===== config.mk =====
export PLATFORM = sky130hd
export DESIGN_NAME = dual_byte_line_driver
export DESIGN_NICKNAME = d
export VERILOG_FILES = /design/src/rtl/ldrv_pkg.sv /design/src/rtl/ldrv_enable_merge.sv /design/src/rtl/ldrv_arm_lock.sv /design/src/rtl/ldrv_out_select.sv /design/src/rtl/ldrv_lane.sv /design/src/rtl/dual_byte_line_driver.sv
export SDC_FILE = /design/constraint.sdc
export NUM_CORES = 1
export LEC_CHECK = 0
export ABC_AREA = 1
export BUFFER_PORTS_ARGS = -buffer_cell sky130_fd_sc_hd__clkbuf_2
export CORE_MARGIN = 2
export CORE_UTILIZATION = 31
export DETAILED_ROUTE_END_ITERATION = 16
export GPL_TIMING_DRIVEN = 0
export PLACE_DENSITY_LB_ADDON = 0.1
export SETUP_SLACK_MARGIN = 0.05
export SYNTH_ARGS = -nofsm -noshare
export SYNTH_HDL_FRONTEND = slang
export SYNTH_SLANG_ARGS = --single-unit

===== constraint.sdc =====
create_clock -name clk -period 1 [get_ports clk]
set_clock_uncertainty 0.15 [all_clocks]
set_input_delay 0.15 -clock clk [delete_from_list [all_inputs] [get_ports clk]]
set_output_delay 0.15 -clock clk [all_outputs]
set_load 0.02 [all_outputs]

===== src/rtl/ldrv_pkg.sv =====
package ldrv_pkg;

    // Output source of one byte lane
    typedef enum logic {
        SRC_SYSTEM = 1'b0,
        SRC_TEST   = 1'b1
    } src_e;

    localparam int unsigned DEF_DATA_W  = 9;
    localparam int unsigned DEF_EN_PINS = 2;

endpackage


===== src/rtl/ldrv_enable_merge.sv =====
module ldrv_enable_merge #(
    parameter int unsigned EN_PINS = 2
) (
    input  logic [EN_PINS-1:0] en_n,
    input  logic [EN_PINS-1:0] prev_q,
    output logic               all_low,
    output logic               fall_event
);

    logic [EN_PINS-1:0] fell;

    always_comb begin
        // A pin fell if it was high at the last edge and is low now
        fell       = prev_q & ~en_n;
        all_low    = ~|en_n;
        fall_event = all_low & (|fell);
    end

endmodule


===== src/rtl/ldrv_arm_lock.sv =====
module ldrv_arm_lock #(
    parameter int unsigned EN_PINS = 2
) (
    input  logic               clk,
    input  logic               rst_n,
    input  logic [EN_PINS-1:0] en_n,
    input  logic               fall_event,
    output logic [EN_PINS-1:0] prev_q_o,
    output logic               armed_o
);

    typedef struct packed {
        logic               armed;
        logic [EN_PINS-1:0] prev;
    } lock_st_t;

    lock_st_t st_d;
    lock_st_t st_q;

    always_comb begin
        st_d      = st_q;
        st_d.prev = en_n;
        if (fall_event) begin
            st_d.armed = 1'b1;
        end
    end

    // Reset value: unarmed, pin history treated as low
    always_ff @(posedge clk or negedge rst_n) begin
        if (!rst_n) begin
            st_q <= '0;
        end else begin
            st_q <= st_d;
        end
    end

    assign prev_q_o = st_q.prev;
    assign armed_o  = st_q.armed;

endmodule


===== src/rtl/ldrv_out_select.sv =====
module ldrv_out_select
    import ldrv_pkg::*;
#(
    parameter int unsigned DATA_W = 9
) (
    input  logic              rst_n,
    input  logic              armed,
    input  logic              all_low,
    input  logic              fall_event,
    input  logic [DATA_W-1:0] sys_data,
    input  logic              test_sel,
    input  logic [DATA_W-1:0] test_data,
    input  logic              test_oe,
    output logic [DATA_W-1:0] dout,
    output logic              oe
);

    src_e              src;
    logic              sys_oe;
    logic              sel_oe;
    logic [DATA_W-1:0] sel_data;

    always_comb begin
        src    = test_sel ? SRC_TEST : SRC_SYSTEM;
        sys_oe = all_low & (armed | fall_event);
        unique case (src)
            SRC_TEST: begin
                sel_oe   = test_oe;
                sel_data = test_data;
            end
            default: begin
                sel_oe   = sys_oe;
                sel_data = sys_data;
            end
        endcase
        oe   = sel_oe & rst_n;
        dout = oe ? sel_data : '0;
    end

endmodule


===== src/rtl/ldrv_lane.sv =====
module ldrv_lane #(
    parameter int unsigned DATA_W  = 9,
    parameter int unsigned EN_PINS = 2
) (
    input  logic               clk,
    input  logic               rst_n,
    input  logic [DATA_W-1:0]  din,
    input  logic [EN_PINS-1:0] en_n,
    input  logic               test_sel,
    input  logic [DATA_W-1:0]  test_data,
    input  logic               test_oe,
    output logic [DATA_W-1:0]  dout,
    output logic               oe
);

    logic [EN_PINS-1:0] prev_q;
    logic               armed;
    logic               all_low;
    logic               fall_event;

    ldrv_enable_merge #(.EN_PINS(EN_PINS)) merge_i (
        .en_n       (en_n),
        .prev_q     (prev_q),
        .all_low    (all_low),
        .fall_event (fall_event)
    );

    ldrv_arm_lock #(.EN_PINS(EN_PINS)) lock_i (
        .clk        (clk),
        .rst_n      (rst_n),
        .en_n       (en_n),
        .fall_event (fall_event),
        .prev_q_o   (prev_q),
        .armed_o    (armed)
    );

    ldrv_out_select #(.DATA_W(DATA_W)) sel_i (
        .rst_n      (rst_n),
        .armed      (armed),
        .all_low    (all_low),
        .fall_event (fall_event),
        .sys_data   (din),
        .test_sel   (test_sel),
        .test_data  (test_data),
        .test_oe    (test_oe),
        .dout       (dout),
        .oe         (oe)
    );

endmodule


===== src/rtl/dual_byte_line_driver.sv =====
module dual_byte_line_driver #(
    parameter int unsigned DATA_W  = ldrv_pkg::DEF_DATA_W,
    parameter int unsigned EN_PINS = ldrv_pkg::DEF_EN_PINS
) (
    input  logic               clk,
    input  logic               rst_n,
    input  logic [DATA_W-1:0]  a_din,
    input  logic [EN_PINS-1:0] a_en_n,
    input  logic               a_test_sel,
    input  logic [DATA_W-1:0]  a_test_data,
    input  logic               a_test_oe,
    input  logic [DATA_W-1:0]  b_din,
    input  logic [EN_PINS-1:0] b_en_n,
    input  logic               b_test_sel,
    input  logic [DATA_W-1:0]  b_test_data,
    input  logic               b_test_oe,
    output logic [DATA_W-1:0]  a_dout,
    output logic               a_oe,
    output logic [DATA_W-1:0]  b_dout,
    output logic               b_oe
);

    localparam int unsigned LANES = 2;

    logic [LANES-1:0][DATA_W-1:0]  din_v;
    logic [LANES-1:0][EN_PINS-1:0] en_v;
    logic [LANES-1:0]              tsel_v;
    logic [LANES-1:0][DATA_W-1:0]  tdat_v;
    logic [LANES-1:0]              toe_v;
    logic [LANES-1:0][DATA_W-1:0]  dout_v;
    logic [LANES-1:0]              oe_v;

    assign din_v  = {b_din, a_din};
    assign en_v   = {b_en_n, a_en_n};
    assign tsel_v = {b_test_sel, a_test_sel};
    assign tdat_v = {b_test_data, a_test_data};
    assign toe_v  = {b_test_oe, a_test_oe};

    for (genvar g = 0; g < LANES; g++) begin : g_lane
        ldrv_lane #(
            .DATA_W  (DATA_W),
            .EN_PINS (EN_PINS)
        ) lane_i (
            .clk       (clk),
            .rst_n     (rst_n),
            .din       (din_v[g]),
            .en_n      (en_v[g]),
            .test_sel  (tsel_v[g]),
            .test_data (tdat_v[g]),
            .test_oe   (toe_v[g]),
            .dout      (dout_v[g]),
            .oe        (oe_v[g])
        );
    end

    assign a_dout = dout_v[0];
    assign a_oe   = oe_v[0];
    assign b_dout = dout_v[1];
    assign b_oe   = oe_v[1];

endmodule


==> qor.yml <==
crit_fanout: 5
syn_area_per_cell_sq_um: 9.248
final_common_cell: "clkbuf_2"
grt_max_degree: 11
hold_depth: 3
num-fill-cells: 169
ys_ff_latch: 6
seq_area_sq_um: 150.1
syn_nets: 115
worstSkewPairLatency_ns: 0.25
irDropWorstVdd_v: 0.0007027
p_leak_uw: 0.0006714
placedCellCount: 159
hpwl_mm: 1.243
drive_above_1_share: 0.7552
worstHoldEndpoint: "g_lane[0].lane_i.lock_i.armed_o$_DFFE_PN0P_"
layout.cells.non_filler: 170
drcViolationCount: 0
detailroute.via_count: 744
cts_buffers: 3
port_buffers: 63
firstDrtPassIters: 4
power.density_nw_per_um2: 760.7
fin_ws_ns: -0.5767
max_slew.worst_pin.slew_ns: 0.2492
tritoncts: "built"
placementRows: 16
die_y_um: 49.37
drtIter0Drc: 5
area_growth_syn_to_layout_pct: 96.86
drv_cap: 0
cp-end-kind: "primary output"
routed_wl_mm: 1.780
syn_area_sq_um: 638.1
nNetsFinal: 191
cts_sinks: 6
grt_pass1_vias: 712
cts_root_buffer: "clkbuf_4"
period_needed_ns: 1.577
worst-endpoint-required_ns: 0.70
clock_path_buffers: 2
worst_hold_path_type: "in -> reg"
diodes: 0
ios: 66
cts.reportedPaths.clkPinSlew_ns: 0.04
min_from: "a_en_n[0]"
finalHoldViolCount: 0
worstRegToRegCells: 4
ys_warn_count: 0
antenna_found_initial: 0
netlist.area_leader.share: 0.2824
ant_nets: 0
wl_per_cell_um: 10.47
netlist_top_cells_area: "mux2i_1 28%, dfrtp_1 24%, nor2_2 18%"
relSlewSlack: 0.8291
die_w_um: 49.37
rsz0062_at_grt: "true"
syn_inst: 69
status: "complete, but fails checks"
h-tree-depth: 1
violations: "negative setup slack"
overflow: 0
grt_pass1_wl_mm: 2.987
core-area_sq_um: 1942
place_congestion: 0.6517
slew_violations: 0
holdWs_ns: 0.1062
multi_input_area_sq_um: 462.9
arrival_ns: 1.28
die_area_sq_um: 2437
synth_area_leader_cell: "mux2i_1"
final_cell_mix: "43 x clkbuf_2, 18 x mux2i_1, 17 x buf_6"
ys_types: 14
yosysSeqAreaShare: 0.2353
track_usage: 0.1536
reg2reg_to: "g_lane[1].lane_i.lock_i.armed_o$_DFFE_PN0P_"
start_kind: "register"
criticalPathCategory: "reg -> out"
fmax_ghz: 0.6343
r2r_slack_ns: -0.01
setup_viol: 21
floorplan.initialDensity: 0.3286
fin_crit_sh: 1.577
r2r-start: "g_lane[1].lane_i.lock_i.prev_q_o[1]$_DFF_PN0_"
viasPerCell: 4.376
synth_stat cells:
cell	count
nor2_1	2
inv_6	2
nor2_2	18
nor2_4	4
mux2i_1	18
a21o_1	2
inv_2	2
bufinv_8	1
dfrtp_1	6
o21ai_0	2
nand2_4	2
buf_6	2
clkinv_1	4
nand2_1	4
through the flow:
step	util	TNS, ns	setup slack, ns	total power (uW)	cell area (sq um)
6_report	0.6469	-10.85	-0.5767	955.7	1256
5_1_grt	0.6469	-12.68	-0.6766	1018	1256
4_1_cts	0.5896	-11.21	-0.5729	910.7	1145
2_1_floorplan	-	-3.863	-0.2029	492.8	648.1
3_5_place_dp	0.5135	-7.156	-0.3705	634.8	997.2
3_3_place_gp	0.5135	-7.044	-0.3608	628.8	997.2
cell families after synthesis:
group	after synthesis	share of synthesized area
buffers and inverters	11	0.1255
and+or+nand+nor	30	0.3176
muxes	18	0.2823
AOI/OAI and AO/OA	4	0.03921
DFF	6	0.2353
metal layers:
layer	global-route usage	vias to the layer above	share of wire
li1	-	372	-
met1	0.1664	318	0.37
met2	0.2590	50	0.46
met3	0.06442	4	0.15
met4	0.06944	0	0.019
met5	0	-	0
area by class of cell:
type | instances | share of cell area
plain buffers | 2 | 0.01793
flip-flops and latches | 6 | 0.1195
inverters | 9 | 0.04582
clock buffers | 3 | 0.01793
well taps | 27 | 0.02689
multi-input cells | 54 | 0.3685
repair buffers | 69 | 0.4034
worst max-delay path, cell delays in order, from the launching register on:
cell and delay, ns:
dfrtp_1 0.37, inv_2 0.06, nand2_2 0.06, o21ai_2 0.12, nand2_2 0.11, nand2_4 0.13, nor2_2 0.05, clkbuf_8 0.15
state kept, by name, indices dropped and copies added (netlist names):
| signal | count |
|---|---|
| g_lane.lane_i.lock_i.prev_q_o | 4 |
| g_lane.lane_i.lock_i.armed_o | 2 |
worst max-delay path by stage:
stage	depth (start not counted)	endpoint	from	slack [ns]
3_5_place_dp	6	b_dout[0]	rst_n	-0.37
2_1_floorplan	6	a_dout[0]	g_lane[0].lane_i.lock_i.prev_q_o[1]$_DFF_PN0_	-0.20
3_3_place_gp	6	b_dout[6]	rst_n	-0.36
6_report	7	b_dout[3]	g_lane[1].lane_i.lock_i.prev_q_o[1]$_DFF_PN0_	-0.58
4_1_cts	7	b_dout[0]	g_lane[1].lane_i.lock_i.prev_q_o[1]$_DFF_PN0_	-0.57
5_1_grt	7	b_dout[8]	g_lane[1].lane_i.lock_i.prev_q_o[1]$_DFF_PN0_	-0.68
power breakdown:
group,total (uW),switching (uW),leakage [uW],internal (uW)
Sequential,255,2.88,0.0000641,252
Clock,220,84.1,0.0000138,135
Combinational,481,236,0.000593,245
repair_timing:
item                       CTS  global route
setup endpoints to repair   20            20
setup buffers                0             1
hold endpoints to repair    10             0
resized for setup           16            52
hold buffers                 5             0
pin swaps                    6             4
cloned                       2             0
No activity file was read; power rests on OpenSTA's default activity.
